===== config.mk =====
export PLATFORM = sky130hd
export DESIGN_NAME = dma_chain_seq
export DESIGN_NICKNAME = d
export VERILOG_FILES = /design/src/rtl/dma_chain_pkg.sv /design/src/rtl/dma_chain_fetch.sv /design/src/rtl/dma_chain_ctrl.sv /design/src/rtl/dma_chain_seq.sv
export SDC_FILE = /design/constraint.sdc
export NUM_CORES = 1
export LEC_CHECK = 0
export ABC_AREA = 1
export BUFFER_PORTS_ARGS = -buffer_cell sky130_fd_sc_hd__buf_4
export CAP_MARGIN = 10
export CORE_UTILIZATION = 50
export CTS_BUF_LIST = sky130_fd_sc_hd__clkbuf_16
export CTS_CLUSTER_SIZE = 24
export DETAILED_ROUTE_END_ITERATION = 10
export HOLD_SLACK_MARGIN = 0.02
export PLACE_DENSITY = 0.76
export SYNTH_ARGS = -nofsm -noshare
export SYNTH_HDL_FRONTEND = slang
export SYNTH_SLANG_ARGS = --single-unit

===== constraint.sdc =====
create_clock -name clk -period 2.65 [get_ports clk]
set_clock_uncertainty 0.05 [all_clocks]
set_input_delay 0.3975 -clock clk [delete_from_list [all_inputs] [get_ports clk]]
set_output_delay 0.3975 -clock clk [all_outputs]
set_load 0.02 [all_outputs]

===== src/rtl/dma_chain_pkg.sv =====
package dma_chain_pkg;
    parameter int WORD_W     = 32;
    parameter int ALIGN_W    = 3;
    parameter int DESC_WORDS = 4;

    localparam int IDX_W      = $clog2(DESC_WORDS);
    localparam int BYTE_SHIFT = $clog2(WORD_W / 8);

    // position of each field inside a descriptor
    localparam int W_SRC  = 0;
    localparam int W_DST  = 1;
    localparam int W_CNT  = 2;
    localparam int W_NEXT = 3;

    typedef logic [WORD_W-1:0] word_t;

    typedef enum logic [1:0] {CH_IDLE, CH_FETCH, CH_RUN} ch_state_e;
    typedef enum logic [1:0] {FP_IDLE, FP_REQ, FP_WAIT} fp_state_e;

    function automatic word_t align_mask(input word_t v);
        return {v[WORD_W-1:ALIGN_W], {ALIGN_W{1'b0}}};
    endfunction
endpackage


===== src/rtl/dma_chain_fetch.sv =====
module dma_chain_fetch
    import dma_chain_pkg::*;
(
    input  logic                   clk,
    input  logic                   rst_n,
    input  logic                   go_i,
    input  word_t                  base_i,
    output logic                   req_valid_o,
    output word_t                  req_addr_o,
    input  logic                   req_ready_i,
    input  logic                   rsp_valid_i,
    input  word_t                  rsp_data_i,
    output word_t [DESC_WORDS-1:0] words_o,
    output logic                   done_o
);
    typedef struct packed {
        fp_state_e              ph;
        logic [IDX_W-1:0]       idx;
        word_t                  base;
        word_t [DESC_WORDS-1:0] words;
        logic                   done;
    } fetch_t;

    fetch_t fetch_d, fetch_q;

    always_comb begin
        fetch_d      = fetch_q;
        fetch_d.done = 1'b0;
        unique case (fetch_q.ph)
            FP_IDLE: begin
                if (go_i) begin
                    fetch_d.ph   = FP_REQ;
                    fetch_d.idx  = '0;
                    fetch_d.base = base_i;
                end
            end
            FP_REQ: begin
                if (req_ready_i) begin
                    fetch_d.ph = FP_WAIT;
                end
            end
            FP_WAIT: begin
                if (rsp_valid_i) begin
                    fetch_d.words[fetch_q.idx] = rsp_data_i;
                    if (fetch_q.idx == IDX_W'(DESC_WORDS - 1)) begin
                        fetch_d.ph   = FP_IDLE;
                        fetch_d.done = 1'b1;
                    end else begin
                        fetch_d.idx = fetch_q.idx + 1'b1;
                        fetch_d.ph  = FP_REQ;
                    end
                end
            end
            default: fetch_d.ph = FP_IDLE;
        endcase
    end

    always_ff @(posedge clk) begin
        if (!rst_n) begin
            fetch_q <= '0;
        end else begin
            fetch_q <= fetch_d;
        end
    end

    assign req_valid_o = (fetch_q.ph == FP_REQ);
    assign req_addr_o  = fetch_q.base + (word_t'(fetch_q.idx) << BYTE_SHIFT);
    assign words_o     = fetch_q.words;
    assign done_o      = fetch_q.done;
endmodule


===== src/rtl/dma_chain_ctrl.sv =====
module dma_chain_ctrl
    import dma_chain_pkg::*;
(
    input  logic                   clk,
    input  logic                   rst_n,
    input  logic                   wr_en_i,
    input  word_t                  wr_data_i,
    input  logic                   done_i,
    input  logic                   fetch_done_i,
    input  word_t [DESC_WORDS-1:0] words_i,
    output logic                   busy_o,
    output word_t                  chain_addr_o,
    output logic                   chain_en_o,
    output logic                   xfer_active_o,
    output logic                   go_o,
    output word_t                  go_base_o,
    output logic                   start_o,
    output word_t                  src_o,
    output word_t                  dst_o,
    output word_t                  cnt_o
);
    typedef struct packed {
        ch_state_e st;
        word_t     chain_addr;
        logic      chen;
        logic      xact;
        word_t     src;
        word_t     dst;
        word_t     cnt;
        logic      start;
    } ctrl_t;

    ctrl_t ctrl_d, ctrl_q;
    logic  wr_ok;
    word_t wr_val;
    word_t link_val;
    logic  go;

    always_comb begin
        ctrl_d       = ctrl_q;
        ctrl_d.start = 1'b0;
        go           = 1'b0;
        wr_ok        = wr_en_i && (ctrl_q.st != CH_FETCH);
        wr_val       = align_mask(wr_data_i);
        link_val     = align_mask(words_i[W_NEXT]);

        // the write lands first; a done in the same cycle sees its result
        if (wr_ok) begin
            ctrl_d.chain_addr = wr_val;
            if (wr_val != '0) begin
                ctrl_d.chen = 1'b1;
                ctrl_d.xact = 1'b1;
            end else begin
                ctrl_d.chen = 1'b0;
            end
        end

        unique case (ctrl_q.st)
            CH_IDLE: begin
                if (wr_ok && (wr_val != '0)) begin
                    go        = 1'b1;
                    ctrl_d.st = CH_FETCH;
                end
            end
            CH_RUN: begin
                if (done_i) begin
                    if (ctrl_d.chen) begin
                        go        = 1'b1;
                        ctrl_d.st = CH_FETCH;
                    end else begin
                        ctrl_d.xact = 1'b0;
                        ctrl_d.st   = CH_IDLE;
                    end
                end
            end
            CH_FETCH: begin
                if (fetch_done_i) begin
                    ctrl_d.src = words_i[W_SRC];
                    ctrl_d.dst = words_i[W_DST];
                    ctrl_d.cnt = words_i[W_CNT];
                    if (link_val != '0) begin
                        ctrl_d.chain_addr = link_val;
                    end else begin
                        ctrl_d.chen = 1'b0;
                    end
                    ctrl_d.start = 1'b1;
                    ctrl_d.st    = CH_RUN;
                end
            end
            default: ctrl_d.st = CH_IDLE;
        endcase
    end

    always_ff @(posedge clk) begin
        if (!rst_n) begin
            ctrl_q <= '0;
        end else begin
            ctrl_q <= ctrl_d;
        end
    end

    assign busy_o        = (ctrl_q.st == CH_FETCH);
    assign chain_addr_o  = ctrl_q.chain_addr;
    assign chain_en_o    = ctrl_q.chen;
    assign xfer_active_o = ctrl_q.xact;
    assign go_o          = go;
    assign go_base_o     = ctrl_d.chain_addr;
    assign start_o       = ctrl_q.start;
    assign src_o         = ctrl_q.src;
    assign dst_o         = ctrl_q.dst;
    assign cnt_o         = ctrl_q.cnt;
endmodule


===== src/rtl/dma_chain_seq.sv =====
module dma_chain_seq
    import dma_chain_pkg::*;
(
    input  logic              clk,
    input  logic              rst_n,
    input  logic              cfg_wr_en,
    input  logic [WORD_W-1:0] cfg_wr_data,
    output logic              cfg_busy,
    output logic [WORD_W-1:0] chain_addr,
    output logic              chain_en,
    output logic              xfer_active,
    output logic              rd_req_valid,
    input  logic              rd_req_ready,
    output logic [WORD_W-1:0] rd_req_addr,
    input  logic              rd_rsp_valid,
    input  logic [WORD_W-1:0] rd_rsp_data,
    output logic              mover_start,
    input  logic              mover_done,
    output logic [WORD_W-1:0] xfer_src,
    output logic [WORD_W-1:0] xfer_dst,
    output logic [WORD_W-1:0] xfer_count
);
    logic                   go;
    word_t                  go_base;
    word_t [DESC_WORDS-1:0] words;
    logic                   fetch_done;

    dma_chain_fetch i_fetch (
        .clk         (clk),
        .rst_n       (rst_n),
        .go_i        (go),
        .base_i      (go_base),
        .req_valid_o (rd_req_valid),
        .req_addr_o  (rd_req_addr),
        .req_ready_i (rd_req_ready),
        .rsp_valid_i (rd_rsp_valid),
        .rsp_data_i  (rd_rsp_data),
        .words_o     (words),
        .done_o      (fetch_done)
    );

    dma_chain_ctrl i_ctrl (
        .clk           (clk),
        .rst_n         (rst_n),
        .wr_en_i       (cfg_wr_en),
        .wr_data_i     (cfg_wr_data),
        .done_i        (mover_done),
        .fetch_done_i  (fetch_done),
        .words_i       (words),
        .busy_o        (cfg_busy),
        .chain_addr_o  (chain_addr),
        .chain_en_o    (chain_en),
        .xfer_active_o (xfer_active),
        .go_o          (go),
        .go_base_o     (go_base),
        .start_o       (mover_start),
        .src_o         (xfer_src),
        .dst_o         (xfer_dst),
        .cnt_o         (xfer_count)
    );
endmodule


* Yosys cells after proc, flatten, opt, wreduce, memory -nomap -nowiden
Index checks and enable logic that the tools add are counted.
** Storage, ports and cells
- Input port bits :: 70
- Logic and storage cells :: 79
- Output and inout port bits :: 165
- Register bits after elaboration :: 298
** Cells by class
- Multiplexer cells :: 30
- $lt $le $gt $ge :: 2
- Equal/unequal tests :: 13
- Reduce and logical (&&, ||, !) cells :: 16
- Add/subtract/negate cells :: 2
** Operator list (number)
- 128-bit bitwise mux :: 1
- 32-bit demux with 2-bit select :: 1
- 32-bit two-way mux :: 2
- 29-bit nonzero test :: 2
- 36-bit two-way mux :: 1
- 35-bit two-way mux :: 1
- 34-bit two-way mux :: 1
- 33-bit two-way mux :: 1
- 32-bit by 4-bit adder with 32-bit output :: 1
- 1-bit two-way mux :: 13
- 2-bit one-hot mux with 3 select lines :: 2
- 3-bit AND reduction :: 3
- 2-bit two-way mux :: 4
- 2-bit by 1-bit inequality test with 1-bit output, second input constant :: 4
- 2-bit inequality test, second input constant :: 4
- 2-bit AND reduction :: 4
- 2-bit == test, second input constant :: 3
- 2-bit by 1-bit == test with 1-bit output, second input constant :: 2
- 2-bit logical NOT :: 2
- 4-bit two-way mux :: 1
- 2-bit one-hot mux with 2 select lines :: 1
- 4-bit AND reduction :: 1
- 1-bit logical AND :: 3
- 2-bit by 3-bit < comparator with 1-bit output, second input constant :: 1
- other kinds (4) :: 4

* Longest topological paths before layout
- Word-level depth :: 8
- Gate-level depth with buffers :: 16
- Gate-level depth less buffers :: 14

* Hierarchy
A second synthesis with hierarchy kept.
** Unflattened totals
- Cell total of the unflattened synthesis :: 1980
- Area, all modules :: 14542.7 µm²
** Modules (own cells, without submodules)
- dma_chain_fetch :: seq. area each 3303.2 µm², instances 1, cells an instance 1054, area each 7963.9 µm²
- dma_chain_ctrl :: seq. area each 2662.6 µm², instances 1, cells an instance 926, area each 6578.8 µm²

* Worst setup path after synthesis
No wires, ideal clock.
- Path type :: reg2out
- Start point :: reg i_fetch.fetch_q[161] (netlist bit)
- End point :: out rd_req_addr[26]
- Data arrival time :: 2.345 ns
- Stages on the path, launching flop included :: 13
- Buffers on the path :: 0
- Required time :: 2.203 ns
- Slack :: -0.142 ns
- Path through :: dfxtp_1 ha_1 inv_1 fa_1 nand3b_1 nor2_1 nand2_1 nor2_1 nand4_1 inv_1 nand3_1 nor2_1 xor2_1
** On the way
- Cells in the longest elaborated chain, start to end :: 1
** Ends and longest elaborated chain
- from (decl) :: line dma_chain_fetch.sv:24 : fetch_t fetch_d, fetch_q;
- from (signal assigned) :: line dma_chain_fetch.sv:62 : fetch_q <= fetch_d;
- 32-bit by 4-bit adder with 32-bit output :: line dma_chain_fetch.sv:67 : assign req_addr_o = fetch_q.base + (word_t'(fetch_q.idx) << BYTE_SHIFT);
- to (decl) :: line dma_chain_seq.sv:14 : output logic [WORD_W-1:0] rd_req_addr,
Every way passes these cells.

* Final worst setup path
- Start point :: reg i_fetch.fetch_q[131] (netlist bit)
- End point :: out rd_req_addr[28]
The elaborated chain is that of the path after synthesis.

==> impl_metrics.py <==
metrics = {
    "status": {
        "status": "complete, but fails checks",
        "failed_checks": "negative setup slack",
    },
    "clock_network": {
        "cts_root_buffer": "sky130_fd_sc_hd__clkbuf_16",
        "clock-sinks": 295,
        "clk_pin_slew_ns": 0.06,
        "worst_skew_pair.late_latency_ns": 0.55,
        "cts-root-to-sink-buffers": 3,
        "hold_fix_buffers_at_cts": 0,
        "number_of_cts_inserted_buffers": 30,
        "tritoncts": "built",
        "ctsHtreeMaxLevel": 1,
    },
    "global_routing": {
        "pin_count_of_the_biggest_net_entering_global_routing": 101,
        "grt_total_ovfl": 0,
        "first_global_vias": 10635,
        "grt_pass1_wl_um": 55500,
        "antenna_found_initial": 0,
        "grt_util_all_layers": 0.266,
    },
    "setup_path": {
        "required_ns": 2.20,
        "path_cells": "ha_4, inv_2, fa_2, nand3b_1, nor2_2, nand2_1, nor2_2, nand4_1, inv_2, nand3_4, nor2_4, xor2_2, buf_4",
        "crit_fanout": 3,
        "critical-path-slowest-cell": "sky130_fd_sc_hd__dfxtp_2",
        "worst-setup-path-type": "flip-flop to output port",
        "critPathArrivalTime_ns": 2.79,
        "crit_path_max_incr_delay_ns": 0.35,
        "cp-start-kind": "flip-flop",
        "crit_end_category": "output port",
    },
    "floorplan": {
        "chipHeight_um": 162,
        "boundaryPins": 235,
        "initial_utilization": 0.510,
        "row_count": 58,
        "die_w_um": 162,
        "fp.dieArea_mm2": 0.0263,
        "core_mm2": 0.0252,
    },
    "placed_design": {
        "postPlaceCellArea_mm2": 0.0140,
        "detailedPlacementHpwl_um": 23900,
        "gp_congestion": 0.922,
        "placement.setup.worst_slack_ns": -0.112,
        "place.detailed.instances": 2130,
        "portBuffers": 231,
    },
    "logic_synthesis": {
        "synth_warnings": 0,
        "synth.cell_area_mm2": 0.0128,
        "synth.top_cell.area_share": 0.460,
        "postSynthAreaPerCell_um2": 7.25,
        "post_synth_num_cell_types": 32,
        "mappedNetlistNets": 1848,
        "synth.top_cells.by_area": "sky130_fd_sc_hd__dfxtp_1 46%, sky130_fd_sc_hd__nand2_1 14%, sky130_fd_sc_hd__a21oi_1 9.0%",
        "yosysSeqAreaShare": 0.460,
        "syn-instance-count": 1771,
        "synth_top_area_cell": "sky130_fd_sc_hd__dfxtp_1",
        "yosys_register_bits": 295,
    },
    "sta": {
        "worstMarginPinSlew_ns": 0.642,
        "clock.fmax_mhz": 309,
        "grt_setup_unrepaired": "yes",
        "final.period_utilization": 1.22,
        "clock_period_minus_final_worst_setup_slack_ns": 3.24,
        "tns_ns": -8.11,
        "setup_violating_endpoint_count_in_the_final_report": 24,
        "slew-limit-headroom": 0.572,
        "final-hold-violation-count": 0,
        "layout_setup_ws_ns": -0.590,
        "drv_slew": 0,
    },
    "routing": {
        "vias": 11488,
        "remaining_antenna_violation_count": 0,
        "post-route-drc-count": 0,
        "wirelength_um": 35900,
        "routed_via_density": 5.24,
        "dr.first_iter.drc_count": 1220,
        "route.detailed.wl_per_inst_um": 16.4,
        "detailedRoute.firstPassIterationCount": 5,
    },
    "cells_and_area": {
        "diodes": 0,
        "layout.cell_area.non_filler_mm2": 0.0152,
        "area.growth.synth_to_final_pct": 18.2,
        "fillerInstances": 2277,
        "fin_cells": 2193,
        "final_common_cell": "sky130_fd_sc_hd__nand2_1",
        "leading_cell_types_in_the_layout_fill_and_taps_excluded": "464 x sky130_fd_sc_hd__nand2_1, 291 x sky130_fd_sc_hd__dfxtp_1, 258 x sky130_fd_sc_hd__buf_4, 231 x sky130_fd_sc_hd__a21oi_1, 134 x sky130_fd_sc_hd__inv_1",
        "final_layout_size_suffix_gt1_frac": 0.199,
        "nNetsFinal": 1920,
        "final_core_utilization": 0.603,
    },
    "power_and_ir_drop": {
        "vdd.ir_drop.worst_v": 0.000485,
        "leakage_nw": 6.33,
        "power_per_cell_area_mw_per_mm2": 656,
    },
    "hold_path": {
        "holdCritPathClass": "primary input to flip-flop",
    },
    "run": {
        "maxCapViolCount": 0,
    },
}
==> final timing paths <==
path,from,endpoint,slack (ns),cells past startpoint
max,i_fetch.fetch_q[131],rd_req_addr[28],-0.59,13
min,mover_done,i_ctrl.ctrl_q[132],0.09,4
max reg2reg,i_fetch.fetch_q[162],i_fetch.words_o[89],0.59,8
min reg2reg,i_fetch.words_o[39],i_ctrl.dst_o[7],0.40,2
==> layer usage <==
| layer | vias up | share of wire | routed length [um] | global-route usage |
|---|---|---|---|---|
| met5 | - | 0 | 0 | 0 |
| met2 | 459 | 0.45 | 16200 | 0.429 |
| li1 | 5616 | - | - | - |
| met3 | 76 | 0.085 | 3040 | 0.0437 |
| met1 | 5337 | 0.42 | 15200 | 0.357 |
| met4 | 0 | 0.040 | 1420 | 0.0982 |
==> report_power, final <==
part / internal (mW) / total [mW] / switching, mW / leakage (nW)
combinational: 0.503 / 1.43 / 0.924 / 3.47
clock: 2.13 / 3.84 / 1.70 / 0.464
sequential: 4.58 / 4.70 / 0.118 / 2.39
total: 7.21 / 9.96 / 2.75 / 6.33
==> synthesized netlist by cell type (all sizes together) <==
master and n:
a211oi 1, a21oi 232, a22oi 1, a311oi 1, a31oi 1, buf 159
clkbuf 79, dfxtp 295, fa 1, ha 6, inv 135, nand2 474
nand3 115, nand3b 1, nand4 14, nor2 135, nor3 11, nor4 1
o211a 1, o21ai 81, o311a 1, xnor2 2, xor2 24
==> cell type report <==
type | count | area (um2) | area share
Clock inverter | 22 | 131 | 0.00865
Sequential cell | 295 | 5910 | 0.389
Clock buffer | 30 | 751 | 0.0494
Inverter | 135 | 517 | 0.0340
Tap cell | 330 | 413 | 0.0272
Timing Repair Buffer | 278 | 2230 | 0.147
Multi-Input combinational cell | 1103 | 5230 | 0.344
==> stage by stage <==
stage	hold WS, ns	power, mW
2_1_floorplan	0.390	5.64
3_3_place_gp	0.395	6.12
3_5_place_dp	0.402	6.14
4_1_cts	0.0833	9.96
5_1_grt	0.0971	10.3
6_report	0.0906	9.96
==> registers in the layout, indices dropped and copies added (netlist names) <==
register and cells:
i_ctrl.chain_addr_o 32, i_ctrl.chain_en_o 1, i_ctrl.cnt_o 32, i_ctrl.ctrl_q 2, i_ctrl.dst_o 32, i_ctrl.src_o 32, i_ctrl.start_o 1, i_ctrl.xfer_active_o 1
i_fetch.done_o 1, i_fetch.fetch_q 36, i_fetch.words_o 125
==> worst max-delay path, delay by kind of cell (launching register included) <==
| family | cells | cell delay, ns |
|---|---|---|
| adder cells (fa/ha/maj) | 2 | 0.48 |
| buffers and inverters | 3 | 0.30 |
| flip-flops | 1 | 0.35 |
| AND/OR/NAND/NOR | 7 | 0.99 |
| XOR/XNOR | 1 | 0.13 |
==> what timing repair did <==
action / CTS / global route
pin swaps: 16 / 10
endpoints found under the setup margin: 24 / 24
buffers inserted: 15 / 7
resized for setup: 46 / 16
==> kinds of logic (layout without fill, tap and decap cells) <==
group                    Yosys count  after routing  synth area share
AO/OA/AOI/OAI                    319            319             0.126
XOR/XNOR                          26             26            0.0177
adder cells (fa/ha/maj)            7              7           0.00741
buffers and inverters            373            465             0.151
flip-flops                       295            295             0.460
AND/OR/NAND/NOR                  751            751             0.238
(Power assumes the default switching activity.)
